===== src/rtl/hs_pkg.sv =====
package hs_pkg;

    typedef enum logic [0:0] {
        RTS_ON  = 1'b0,
        RTS_OFF = 1'b1
    } rts_state_e;

    typedef enum logic [1:0] {
        TX_RUN   = 2'd0,
        TX_DRAIN = 2'd1,
        TX_HOLD  = 2'd2
    } tx_state_e;

    typedef enum logic [1:0] {
        TRIG_L0 = 2'd0,
        TRIG_L1 = 2'd1,
        TRIG_L2 = 2'd2,
        TRIG_L3 = 2'd3
    } trig_code_e;

endpackage


===== src/rtl/hs_cts_watch.sv =====
module hs_cts_watch #(
    parameter int SYNC_STAGES = 2
) (
    input  logic clk,
    input  logic rst_n,
    input  logic cts_n_pin,
    input  logic irq_en,
    input  logic irq_clr,
    output logic cts_high,
    output logic irq
);

    logic [SYNC_STAGES-1:0] sync_q;
    logic                   last_q;
    logic                   change;

    // Synchroniser chain; reset assumes clear-to-send.
    always_ff @(posedge clk or negedge rst_n) begin
        if (!rst_n) begin
            sync_q <= '0;
        end else begin
            sync_q <= {sync_q[SYNC_STAGES-2:0], cts_n_pin};
        end
    end

    assign cts_high = sync_q[SYNC_STAGES-1];
    assign change   = cts_high ^ last_q;

    always_ff @(posedge clk or negedge rst_n) begin
        if (!rst_n) begin
            last_q <= 1'b0;
        end else begin
            last_q <= cts_high;
        end
    end

    // Sticky flag: a new change wins over a clear in the same cycle.
    always_ff @(posedge clk or negedge rst_n) begin
        if (!rst_n) begin
            irq <= 1'b0;
        end else if (change && irq_en) begin
            irq <= 1'b1;
        end else if (irq_clr) begin
            irq <= 1'b0;
        end
    end

endmodule


===== src/rtl/hs_rts_fsm.sv =====
module hs_rts_fsm
    import hs_pkg::*;
#(
    parameter int CNT_W = 7,
    parameter int LVL0  = 8,
    parameter int LVL1  = 16,
    parameter int LVL2  = 56,
    parameter int LVL3  = 60
) (
    input  logic             clk,
    input  logic             rst_n,
    input  logic             auto_en,
    input  logic [1:0]       trig_sel,
    input  logic [CNT_W-1:0] rx_count,
    input  logic             manual_req,
    output logic             rts_n
);

    localparam logic [CNT_W-1:0] L0 = CNT_W'(LVL0);
    localparam logic [CNT_W-1:0] L1 = CNT_W'(LVL1);
    localparam logic [CNT_W-1:0] L2 = CNT_W'(LVL2);
    localparam logic [CNT_W-1:0] L3 = CNT_W'(LVL3);

    rts_state_e       state_q, state_d;
    logic [CNT_W-1:0] off_lvl;
    logic [CNT_W-1:0] on_lvl;
    trig_code_e       code;

    assign code = trig_code_e'(trig_sel);

    // Off level one step above the trigger, on level one step below.
    always_comb begin
        unique case (code)
            TRIG_L0: begin off_lvl = L1; on_lvl = '0; end
            TRIG_L1: begin off_lvl = L2; on_lvl = L0; end
            TRIG_L2: begin off_lvl = L3; on_lvl = L1; end
            TRIG_L3: begin off_lvl = L3; on_lvl = L2; end
        endcase
    end

    always_comb begin
        state_d = state_q;
        unique case (state_q)
            RTS_ON: begin
                if (auto_en && (rx_count >= off_lvl)) state_d = RTS_OFF;
            end
            RTS_OFF: begin
                if (!auto_en || (rx_count <= on_lvl)) state_d = RTS_ON;
            end
        endcase
    end

    always_ff @(posedge clk or negedge rst_n) begin
        if (!rst_n) begin
            state_q <= RTS_ON;
        end else begin
            state_q <= state_d;
        end
    end

    // Output register, driven from the next state.
    always_ff @(posedge clk or negedge rst_n) begin
        if (!rst_n) begin
            rts_n <= 1'b1;
        end else if (auto_en) begin
            rts_n <= (state_d == RTS_OFF);
        end else begin
            rts_n <= !manual_req;
        end
    end

endmodule


===== src/rtl/hs_tx_gate.sv =====
module hs_tx_gate
    import hs_pkg::*;
(
    input  logic clk,
    input  logic rst_n,
    input  logic stop_req,
    input  logic tx_active,
    input  logic char_done,
    output logic tx_en
);

    tx_state_e state_q, state_d;

    always_comb begin
        state_d = state_q;
        unique case (state_q)
            TX_RUN: begin
                if (stop_req) begin
                    if (tx_active && !char_done) state_d = TX_DRAIN;
                    else                         state_d = TX_HOLD;
                end
            end
            TX_DRAIN: begin
                if (!stop_req)      state_d = TX_RUN;
                else if (char_done) state_d = TX_HOLD;
            end
            TX_HOLD: begin
                if (!stop_req) state_d = TX_RUN;
            end
            default: state_d = TX_RUN;
        endcase
    end

    always_ff @(posedge clk or negedge rst_n) begin
        if (!rst_n) begin
            state_q <= TX_RUN;
        end else begin
            state_q <= state_d;
        end
    end

    always_ff @(posedge clk or negedge rst_n) begin
        if (!rst_n) begin
            tx_en <= 1'b1;
        end else begin
            tx_en <= (state_d != TX_HOLD);
        end
    end

endmodule


===== src/rtl/auto_handshake_ctrl.sv =====
module auto_handshake_ctrl #(
    parameter int FIFO_DEPTH  = 64,
    parameter int LVL0        = 8,
    parameter int LVL1        = 16,
    parameter int LVL2        = 56,
    parameter int LVL3        = 60,
    parameter int SYNC_STAGES = 2,
    localparam int CNT_W      = $clog2(FIFO_DEPTH + 1)
) (
    input  logic             clk,
    input  logic             rst_n,
    input  logic             rts_auto_en,
    input  logic             cts_auto_en,
    input  logic [1:0]       trig_sel,
    input  logic [CNT_W-1:0] rx_count,
    input  logic             rts_manual,
    input  logic             cts_n_pin,
    input  logic             tx_active,
    input  logic             char_done,
    input  logic             cts_irq_en,
    input  logic             cts_irq_clr,
    output logic             rts_n,
    output logic             tx_en,
    output logic             cts_irq
);

    logic cts_high;
    logic stop_req;

    hs_cts_watch #(
        .SYNC_STAGES (SYNC_STAGES)
    ) u_cts (
        .clk       (clk),
        .rst_n     (rst_n),
        .cts_n_pin (cts_n_pin),
        .irq_en    (cts_irq_en),
        .irq_clr   (cts_irq_clr),
        .cts_high  (cts_high),
        .irq       (cts_irq)
    );

    assign stop_req = cts_auto_en && cts_high;

    hs_tx_gate u_tx (
        .clk       (clk),
        .rst_n     (rst_n),
        .stop_req  (stop_req),
        .tx_active (tx_active),
        .char_done (char_done),
        .tx_en     (tx_en)
    );

    hs_rts_fsm #(
        .CNT_W (CNT_W),
        .LVL0  (LVL0),
        .LVL1  (LVL1),
        .LVL2  (LVL2),
        .LVL3  (LVL3)
    ) u_rts (
        .clk        (clk),
        .rst_n      (rst_n),
        .auto_en    (rts_auto_en),
        .trig_sel   (trig_sel),
        .rx_count   (rx_count),
        .manual_req (rts_manual),
        .rts_n      (rts_n)
    );

endmodule


===== config.mk =====
export PLATFORM = sky130hd
export DESIGN_NAME = auto_handshake_ctrl
export DESIGN_NICKNAME = d
export VERILOG_FILES = /design/src/rtl/hs_pkg.sv /design/src/rtl/hs_cts_watch.sv /design/src/rtl/hs_rts_fsm.sv /design/src/rtl/hs_tx_gate.sv /design/src/rtl/auto_handshake_ctrl.sv
export SDC_FILE = /design/constraint.sdc
export NUM_CORES = 1
export LEC_CHECK = 0
export ABC_AREA = 1
export BUFFER_PORTS_ARGS = -buffer_cell sky130_fd_sc_hd__buf_2
export CORE_MARGIN = 2
export CORE_UTILIZATION = 41
export CTS_CLUSTER_SIZE = 14
export DETAILED_ROUTE_END_ITERATION = 8
export MAX_ROUTING_LAYER = met4
export PLACE_DENSITY = 0.71
export SYNTH_ARGS = -nofsm -noshare
export SYNTH_HDL_FRONTEND = slang
export SYNTH_HIERARCHICAL = 1
export SYNTH_SLANG_ARGS = --single-unit

===== constraint.sdc =====
create_clock -name clk -period 0.94 [get_ports clk]
set_clock_uncertainty 0.2 [all_clocks]
set_input_delay 0.047 -clock clk [delete_from_list [all_inputs] [get_ports clk]]
set_output_delay 0.047 -clock clk [all_outputs]
set_load 0.01 [all_outputs]

After elaboration in Yosys (flattened, before gate mapping)
Cells that the tools add are included.

storage, ports and cells
  register bits = 9
  input bits = 19
  output and inout port bits = 3
  word-level logic and storage cells = 43

operators by class
  magnitude comparators = 2
  eq/ne operators = 6
  muxes and demuxes = 14
  bitwise logic cells = 2
  reductions and logical operators = 12

operators by type and width
  operator                                                          count
  7-bit one-hot mux with 4 select lines                             1
  7-bit one-hot mux with 3 select lines                             1
  2-bit 2-to-1 mux                                                  5
  7-bit greater-or-equal comparator                                 1
  7-bit less-or-equal comparator                                    1
  2-bit == test (second input constant)                             3
  2-bit one-hot mux with 3 select lines                             1
  1-bit 2-to-1 mux                                                  5
  2-bit by 1-bit == test with 1-bit output (second input constant)  2
  1-bit logical AND                                                 4
  2-bit zero test                                                   2
  1-bit zero test                                                   3
  2-bit != test (second input constant)                             1
  1-bit one-hot mux with 2 select lines                             1
  2-bit nonzero test                                                1
  2-bit OR reduction                                                1
  1-bit logical OR                                                  1
  1-bit NOT                                                         1
  1-bit bitwise XOR                                                 1

Depth between registers and ports, before layout
Gate-level depths: netlist of the first run.

  depth in word-level cells = 8
  gate-level depth with buffers = 9
  depth with buffers taken out = 9

Cells and area by module
The synthesis of the first run kept the hierarchy.

by module, submodules not included
  module               instances  cells each  area an instance (um^2)  sequential area each (um^2)
  hs_rts_fsm           1          44          281.5                    51.3
  hs_tx_gate           1          22          161.4                    76.3
  hs_cts_watch         1          12          131.4                    100.1
  auto_handshake_ctrl  1          2           7.5                      0.0

Worst setup path before layout of the first run
No wires, ideal clock.

  path type = input-to-reg
  start point = in trig_sel[0]
  end point = reg u_rts.state_q
  library setup time = 0.120 ns
  arrival time = 0.738 ns
  data required time = 0.620 ns
  slack = -0.118 ns
  stages = 8
  buffers on the path = 0
  path through = nor2_1 ha_1 nand2_1 inv_1 nand2_1 nand3_1 nand4_1 nand2_1

on the way
  cells in the longest elaborated chain, start to end = 7
  elaborated cells between the ends (all ways) = 14
  classes of those cells = order compare: 2; eq/ne: 3; mux: 5; reduce/logical: 4

RTL lines
  item                                       line                       text
  start: declaration                         auto_handshake_ctrl.sv:14  input logic [1:0] trig_sel,
  2-bit == test                              hs_rts_fsm.sv:33           unique case (code)
  2-bit OR reduction (no line)               --
  7-bit one-hot mux with 3 select lines      hs_rts_fsm.sv:33
  7-bit greater-or-equal comparator          hs_rts_fsm.sv:45           if (auto_en && (rx_count >= off_lvl)) state_d = RTS_OFF;
  1-bit logical AND                          hs_rts_fsm.sv:45
  1-bit 2-to-1 mux                           hs_rts_fsm.sv:45
  1-bit one-hot mux with 2 select lines (*)  hs_rts_fsm.sv:43           unique case (state_q)
  net u_rts.state_d                          hs_rts_fsm.sv:24           rts_state_e state_q, state_d;
  end signal: assignment                     hs_rts_fsm.sv:57           state_q <= state_d;
  end: declaration                           hs_rts_fsm.sv:24

Mark *: on every way through the listed nets, which the timed path passes. The rest lies on a longest branch. The select of a mux whose other input is x is not followed.
A chain may end at the register's enable or synchronous reset.

Worst setup path in the final report of the first run
  start point = reg u_tx.tx_en
  end point = out tx_en

RTL lines
  item                      line                       text
  start: declaration        hs_tx_gate.sv:9            output logic tx_en
  start signal: assignment  hs_tx_gate.sv:46           tx_en <= (state_d != TX_HOLD);
  end: declaration          auto_handshake_ctrl.sv:23  output logic tx_en,

No word-level cell between the ends.

==> impl_results.md, run 1 <==
- Worst slew pin tran: 0.196 ns
- Comb pwr share: 0.327
- Top cells by count, synth: 22 x nand2_1, 16 x inv_1, 10 x nand3_1
- Critical path capture point type: primary output
- Switching share of power: 0.325
- Synth area leader: dfrtp_1
- DRC viols: 0
- Final setup vio count: 7
- CP max FO: 1
- Via count: about 630
- Slew margin rel.: 0.869
- Status: finished with violations
- Clock-pin transition on the worst setup and hold timing paths: about 0.060 ns
- Fin Setup TNS: -0.827 ns
- Bufs on Longest Clock Path: 2
- Synthesized Nets: 105
- Startpoint Class: flop
- Levels on crit path: 1
- CP Data Required Time: 0.69 ns
- Rows: 13
- Post-CTS Hold Fix Bufs: 5
- Top_reg_cell synth: dfrtp_1
- P_leak: slightly above 0.0005 uW
- Max cap viols: 0
- Worst EP arrival: between 0.8 and 0.9 ns
- Clk pwr share: 0.244
- R2R cell count: 6
- Core outline area: about 1300 um^2
- R2r endpoint: u_tx/state_q[0]
- Final WS setup: -0.178 ns
- EDFF count, synth: 0
- Gr usage total: 0.188
- Kind of critical path: flop to primary output
- HPWL after DPL: 1030 um
- Die H: ~42 um
- Yosys warns: 6
- Failing checks: hold timing, setup timing
- Seq cells post-synth: 9
- ANT nets after route: 0
- RSZ-0062 raised after global routing: yes
- First-pass GRT wire length: about 2500 um
- Buffers & Inverters on Critical Path: 1
- Antenna diode count: 0
- Die area: 1740 um^2
- Fmax: 895 MHz
- Pint: 825 uW
- Final Wtd Congestion: 0.764
- TritonRoute pass-1 iters: 4
- Top-count cell post-synth: nand2_1
- Hold slack: -0.173 ns
- Layout cells sized above 1: 0.482
- Antenna violations before repair: 0
- DIE WIDTH: 41.7 um
- Min-Delay Path Class: input pin to flop
- Cts bufs inserted: 3
- Yosys cell types: 14
- Worst path max stage delay: 0.52 ns
- Inst Count DP: 117
- Crit. Startpoint: u_tx/tx_en
- Worst skew pair latency: around 0.26 ns
- DRT iter0 DRCs: 7
- Sequential share of power: 0.429
- Share of the yosys chip area belonging to registers: 0.391
- Routed WL: about 1400 um
- Synth top area cells: dfrtp_1 30%, nand2_1 14%, ha_1 13%
- Worst path slowest cell: dfstp_2
- Starting Density: 0.442
- Vias in the first global route: about 660
- Net count, final: between 100 and 150
- Final hold vios: 12
- Layout Utilization: 0.722
- VDD IR max: ~0.66 mV
- CP cell instances: buf_6
- Via/cell ratio: about 5
- Crit path to: tx_en
- Fin cells: between 100 and 150
- Largest net degree at the start of global routing: 10
- Num Clock Sinks: 9
- Synth top area share: 0.301
- PwrDens: 1280 nW/um^2
- Async SR Flop Fraction: 1.00
- CTS tree: built
- Avg Inst Size Synth: about 7.3 um^2
- Ports: 22
- Synthesized instance count: 80
- Tcrit/Tclk final: 1.19
- Layout area overhead: 63.4%
- Cell area after synthesis: a little under 600 um^2
- Total power: 1220 uW
- Clk root buf: clkbuf_4
- Reg-to-reg slack, setup: -0.13 ns
- Wirelength per Cell: around 11 um
- I/O Buffers: 21
- Net switching power: 397 uW
- Minimum clock period: 1.12 ns
- Total gr overflow: 0
- R2r startpoint: u_cts/sync_q[1]
- Crit path max-delay family: flip-flops
- Max Transition Viols Final: 0
- CTS H-tree depth: 1
[worst min-delay path: cells and delay by family]
family / cells / cell delay (ns)
simple gates: 2 / 0.16
buf+inv: 1 / 0.07
[layer usage]
| layer | part of all wire | up-vias | global-route usage | routed length (um) |
|---|---|---|---|---|
| li1 | - | 314 | - | - |
| met1 | 0.44 | 290 | 0.211 | 608 |
| met2 | 0.48 | 18 | 0.316 | 668 |
| met3 | 0.044 | 6 | 0.0304 | 61 |
| met4 | 0.031 | 0 | 0.103 | 43 |
| met5 | 0 | - | - | 0 |
[metrics by stage]
| step | instance area (um^2) | setup WS (ns) | hold slack (ns) |
|---|---|---|---|
| floorplan | 613 | -0.0858 | -0.449 |
| global placement | 752 | -0.364 | -0.299 |
| detailed placement | 752 | -0.377 | -0.298 |
| CTS | 915 | -0.185 | -0.179 |
| global route | 951 | -0.203 | -0.156 |
| finish | 951 | -0.178 | -0.173 |
[worst min path at each step]
stage	from	end	slack [ns]	depth (start not counted)
floorplan	rst_n	u_cts/irq	-0.45	0
global placement	rst_n	u_cts/irq	-0.30	1
global route	rts_manual	u_rts/rts_n	-0.16	3
finish	rts_manual	u_rts/rts_n	-0.17	3
CTS	rts_manual	u_rts/rts_n	-0.18	3
detailed placement	rst_n	u_cts/irq	-0.30	1
[state kept, by name (all words and copies together) (netlist names)]
signal and cells:
u_rts/rts_n 1, u_cts/last_q 1, u_tx/tx_en 1, u_cts/sync_q 2, u_tx/state_q 2, u_cts/irq 1, u_rts/state_q 1
[kinds of logic after synthesis]
logic type                 share of synthesized area
and+or+nand+nor                                0.348
buffers and inverters                          0.123
DFF                                            0.391
adders and majority gates                      0.129
AOI/OAI and AO/OA                            0.00859
[layout by cell type, fill, tap and decap left out, types with 2 or more instances in the layout]
master	n
nand2_1	19
buf_2	16
inv_1	12
nand3_1	6
inv_2	5
dlygate4sd3_1	5
dfrtp_1	5
buf_6	4
nand3_2	4
nand4_1	4
clkbuf_4	3
buf_4	3
nor2_1	3
ha_4	3
ha_1	3
nor2_4	2
nand2_4	2
nor2_2	2
dfstp_2	2
dfrtp_2	2
[cell type report]
class                   count  area (um^2)
well taps                  15         18.8
repair buffers             30          233
fillers                   100          367
clock buffers               4         26.3
flip-flops and latches      9          230
inverters                  17         63.8
multi-input cells          52          379
[what timing repair did]
action | 4_1_cts | 5_1_grt
hold endpoints to repair | 16 | 5
endpoints found under the setup margin | 9 | 10
buffers inserted | 1 | 0
gates resized for setup | 18 | 11
pin swaps | 16 | 12
[power groups by stage]
stage	sequential, uW	combinational [uW]	clock, uW
global route	533	452	319
finish	524	399	298
detailed placement	510	299	0
global placement	510	286	0
floorplan	512	175	0
CTS	523	372	307
Power figures use the tool's default switching activity.
==> inputs of run 2 (changes only) <==
CORE_AREA = 2 2 39 41   (was not set)
CORE_MARGIN = not set   (was 2)
CORE_UTILIZATION = not set   (was 41)
DIE_AREA = 0 0 41 43   (was not set)
PLACE_DENSITY = 0.7   (was 0.71)
SYNTH_HIERARCHICAL = not set   (was 1)
==> run 2 against run 1 <==
  * The flow still finishes with violations (hold timing, setup timing)
  * Synthesized cell count decreased by 18%
  * Power decreased by 16%
  * Clock power decreased by 3%
==> impl_results.md, run 2 <==
- Layout area overhead: 73.1%
- Die area: 1760 um^2
- Critical path capture point type: primary output
- Clk pwr share: 0.279
- Net count, final: ~120
- Sequential share of power: 0.428
- Cell area after synthesis: roughly 520 um^2
- EDFF count, synth: 0
- Seq cells post-synth: 9
- VDD IR max: ~1.1 mV
- Clock-pin transition on the worst setup and hold timing paths: approximately 0.06 ns
- I/O Buffers: 21
- Antenna violations before repair: 0
- Share of the yosys chip area belonging to registers: 0.441
- Top_reg_cell synth: dfrtp_1
- Min-Delay Path Class: input pin to flop
- ANT nets after route: 0
- Hold slack: -0.166 ns
- Post-CTS Hold Fix Bufs: 5
- Synthesized instance count: 66
- Final hold vios: 12
- Minimum clock period: ~1.1 ns
- Worst skew pair latency: approximately 0.26 ns
- Total gr overflow: 0
- Switching share of power: 0.268
- Status: finished with violations
- Antenna diode count: 0
- Worst path slowest cell: dfstp_2
- Regs by FF count: u_cts.sync_q: 2 flops, u_tx.state_q: 2 flops
- Async SR Flop Fraction: 1.00
- Top cells by count, synth: 18 x nand2_1, 11 x inv_1, 9 x nor2_1
- TritonRoute pass-1 iters: 4
- Synth top area cells: dfrtp_1 34%, ha_1 15%, nand2_1 13%
- CP max FO: 1
- Vias in the first global route: roughly 470
- Slew margin rel.: 0.868
- Layout cells sized above 1: 0.531
- Clk root buf: clkbuf_4
- Final Wtd Congestion: roughly 0.85
- Synth area leader: dfrtp_1
- CTS H-tree depth: 1
- Yosys cell types: 16
- Worst EP arrival: approximately 0.87 ns
- Wirelength per Cell: a little over 10 um
- CTS tree: built
- Rows: 14
- Tcrit/Tclk final: 1.19
- Final WS setup: -0.181 ns
- DRT iter0 DRCs: 10
- Startpoint Class: flop
- Filler cell count: 120
- Failing checks: hold timing, setup timing
- Cts bufs inserted: 3
- Final setup vio count: 6
- Via/cell ratio: 4.38
- Fmax: approximately 900 MHz
- Core outline area: between 1000 and 1500 um^2
- Comb pwr share: 0.293
- Max cap viols: 0
- Buffers & Inverters on Critical Path: 1
- RSZ-0062 raised after global routing: yes
- Largest net degree at the start of global routing: 10
- Die H: ~43 um
- Ports: 22
- Synth top area share: 0.339
- Net switching power: ~280 uW
- Avg Inst Size Synth: around 7.8 um^2
- Commonest non-fill, non-tap cells in the layout: 14 x buf_2, 13 x nand2_1, 8 x inv_1
- DRC viols: 0
- Worst path max stage delay: 0.52 ns
- Via count: slightly below 500
- HPWL after DPL: 752 um
- Max Transition Viols Final: 0
- Yosys warns: 0
- CP cell instances: buf_6
- Layout Utilization: 0.646
- Kind of critical path: flop to primary output
- Bufs on Longest Clock Path: 2
- Total power: just over 1000 uW
- Top-count cell post-synth: nand2_1
- First-pass GRT wire length: about 1700 um
- CP Data Required Time: between 0.6 and 0.7 ns
- Crit path max-delay family: flip-flops
- Starting Density: 0.373
- Worst slew pin tran: roughly 0.20 ns
- Synthesized Nets: 91
- DIE WIDTH: 41 um
- Commonest non-fill, non-tap cell in the layout: buf_2
- P_leak: 0.000447 uW
- Gr usage total: 0.151
- Pint: about 750 uW
- Routed WL: around 1200 um
- PwrDens: roughly 1200 nW/um^2
- Num Clock Sinks: 9
-- run 2: worst paths after layout --
path	start	endpoint	slack, ns	cells after the start
setup reg to reg	u_tx.state_q[1]	u_tx.state_q[1]	-0.07	4
min in group asynchronous	rst_n	u_cts.sync_q[1]	-0.04	2
max in group asynchronous	rst_n	u_rts.rts_n	0.33	2
hold reg to reg	u_cts.sync_q[0]	u_cts.sync_q[1]	0.14	0
hold / removal	rts_manual	u_rts.rts_n	-0.17	3
setup / recovery	u_tx.tx_en	tx_en	-0.18	1
-- run 2: layout make-up --
type	instances	area (um^2)	share of cell area
Tap cell	16	20.0	0.0224
Clock buffer	4	26.3	0.0294
Inverter	12	50.0	0.0559
Timing Repair Buffer	28	224	0.250
Sequential cell	9	228	0.255
Multi-Input combinational cell	43	347	0.387
-- run 2: per-stage QoR --
step / setup WS [ns] / cells / setup TNS, ns / hold slack [ns] / area, um^2
after floorplan: -0.0564 / 66 / -0.0984 / -0.449 / 537
after global placement: -0.286 / 103 / -0.628 / -0.299 / 669
after detailed placement: -0.296 / 103 / -0.706 / -0.297 / 669
after CTS: -0.186 / 113 / -0.678 / -0.182 / 785
after global routing: -0.230 / 112 / -0.909 / -0.164 / 895
final: -0.181 / 112 / -0.565 / -0.166 / 895
-- run 2: layer usage --
layer,GRT usage,part of all wire
met5,-,0
met4,0.0200,0
met3,0.0785,0.061
met2,0.247,0.50
met1,0.160,0.43
-- run 2: what timing repair did --
| action | in CTS | in global routing |
|---|---|---|
| resized for setup | 5 | 29 |
| gates cloned | 0 | 0 |
| hold endpoints to repair | 16 | 12 |
| pin swaps | 1 | 17 |
| buffers inserted | 1 | 0 |
| setup endpoints to repair | 8 | 9 |
-- run 2: logic make-up (layout without fill, tap and decap cells) --
| family | Yosys count | in the layout | synth area share |
|---|---|---|---|
| AOI/OAI and AO/OA | 3 | 3 | 0.0315 |
| adders and majority gates | 6 | 6 | 0.145 |
| buffers and inverters | 14 | 44 | 0.102 |
| DFF | 9 | 9 | 0.441 |
| and+or+nand+nor | 34 | 34 | 0.281 |
-- run 2: power by group through the flow --
stage / Clock, uW / Sequential, uW / Combinational [uW]
detailed placement: 0 / 444 / 189
CTS: 293 / 439 / 230
floorplan: 0 / 448 / 94.3
global placement: 0 / 442 / 184
global route: 334 / 445 / 336
finish: 288 / 442 / 302
==> inputs of run 3 (changes only) <==
PLACE_DENSITY = 0.68   (was 0.7)
==> run 3 against run 2 <==
  * The flow still finishes with violations (hold timing, setup timing)
  * Largest power group unchanged
  * Non-clock buffer count stayed put
  * Power fell by 3.0%
  * Clock power up 4%
  * Critical path type unchanged
  * Global-route usage grew 0.28 points
  * Critical path depth is the same
==> impl_results.md, run 3 (synthesis results as in run 2) <==
- Status: finished with violations
- Failing checks: hold timing, setup timing
- Hold slack: -0.173 ns
- Net switching power: 269 uW
- Largest net degree at the start of global routing: 10
- Num Clock Sinks: 9
- Antenna diode count: 0
- First-pass GRT wire length: about 1800 um
- DIE WIDTH: ~41 um
- Max Transition Viols Final: 0
- HPWL after DPL: approximately 800 um
- Routed WL: 1080 um
- Max cap viols: 0
- Commonest non-fill, non-tap cells in the layout: 16 x nand2_1, 16 x buf_2, 8 x inv_1
- Tcrit/Tclk final: 1.21
- DRC viols: 0
- Via count: 502
- PwrDens: ~1200 nW/um^2
- Bufs on Longest Clock Path: 2
- Minimum clock period: ~1.1 ns
- Worst slew pin tran: 0.195 ns
- Fmax: 881 MHz
- Post-CTS Hold Fix Bufs: 5
- Layout area overhead: 60.8%
- Regs by FF count: u_cts.sync_q: 2 flops, u_tx.state_q: 2 flops
- Final Wtd Congestion: around 0.8
- Final setup vio count: 6
- Die area: between 1500 and 2000 um^2
- Gr usage total: 0.154
- DRT iter0 DRCs: 11
- CP max FO: 1
- Net count, final: 122
- VDD IR max: about 0.65 mV
- Kind of critical path: flop to primary output
- Die H: ~43 um
- CTS H-tree depth: 1
- Buffers & Inverters on Critical Path: 1
- Min-Delay Path Class: input pin to flop
- Pint: roughly 730 uW
- Ports: 22
- P_leak: 0.000428 uW
- Vias in the first global route: 480
- Worst EP arrival: ~0.89 ns
- Slew margin rel.: 0.870
- Comb pwr share: 0.260
- CTS tree: built
- CP cell instances: buf_6
- Final WS setup: -0.195 ns
- Rows: 14
- Cts bufs inserted: 3
- TritonRoute pass-1 iters: 4
- Starting Density: 0.373
- Startpoint Class: flop
- Sequential share of power: 0.441
- Total gr overflow: 0
- Switching share of power: 0.269
- Clock-pin transition on the worst setup and hold timing paths: 0.06 ns
- Wirelength per Cell: approximately 9.7 um
- Filler cell count: ~120
- Clk root buf: clkbuf_4
- I/O Buffers: 21
- Worst path slowest cell: dfstp_2
- Core outline area: 1380 um^2
- Critical path capture point type: primary output
- Layout cells sized above 1: 0.458
- Final hold vios: 12
- Worst path max stage delay: 0.53 ns
- ANT nets after route: 0
- Crit path max-delay family: flip-flops
- Layout Utilization: 0.600
- RSZ-0062 raised after global routing: yes
- Antenna violations before repair: 0
- Worst skew pair latency: about 0.26 ns
- CP Data Required Time: a little under 0.7 ns
- Clk pwr share: 0.299
- Via/cell ratio: 4.48
[run 3: cell counts in the layout (fill, tap and decap cells not counted)]
Identical to the previous run, type by type.
[run 3: per-layer routing]
layer	global-route usage	part of all wire	wire length [um]	vias up
met5	-	0	0	-
met3	0.0628	0.049	53	2
li1	-	-	-	261
met1	0.146	0.40	436	224
met4	0.0600	0.013	14	0
met2	0.259	0.53	577	15
[run 3: worst paths after layout]
path,cells past startpoint,from,endpoint,slack [ns]
min in group asynchronous,2,rst_n,u_tx.state_q[1],-0.05
worst max-delay path,1,u_tx.tx_en,tx_en,-0.20
max in group asynchronous,2,rst_n,u_rts.rts_n,0.34
worst min register to register,0,u_cts.sync_q[0],u_cts.sync_q[1],0.14
worst max register to register,4,u_tx.state_q[1],u_tx.state_q[1],-0.07
worst min-delay path,3,rts_manual,u_rts.rts_n,-0.17
[run 3: per-stage QoR]
stage	power [uW]	setup WS [ns]	setup TNS [ns]	instance area, um^2	std cells
2_1_floorplan	543	-0.0564	-0.0984	537	66
3_3_place_gp	624	-0.292	-0.644	662	102
3_5_place_dp	632	-0.302	-0.761	662	102
4_1_cts	978	-0.208	-0.712	787	113
5_1_grt	1070	-0.229	-0.927	831	112
6_report	1000	-0.195	-0.605	831	112
[run 3: cell type report]
class                      instances  area, um^2  share of cell area
multi-input combinational         43         305               0.367
clock buffer                       4        26.3              0.0316
timing repair buffer              28         206               0.248
tap                               16        20.0              0.0241
inverter                          12        45.0              0.0542
sequential                         9         228               0.274
[run 3: repair_timing]
action | in CTS | in global routing
gates resized for setup | 6 | 13
setup buffers | 2 | 0
endpoints found under the hold margin | 16 | 12
pin swaps | 1 | 7
setup endpoints to repair | 8 | 9
[run 3: power by group through the flow]
| stage | clock network, uW | logic (uW) | registers, uW |
|---|---|---|---|
| after floorplan | 0 | 94.3 | 448 |
| after global placement | 0 | 182 | 442 |
| after detailed placement | 0 | 188 | 444 |
| after CTS | 305 | 234 | 439 |
| after global routing | 329 | 294 | 445 |
| final | 299 | 260 | 441 |
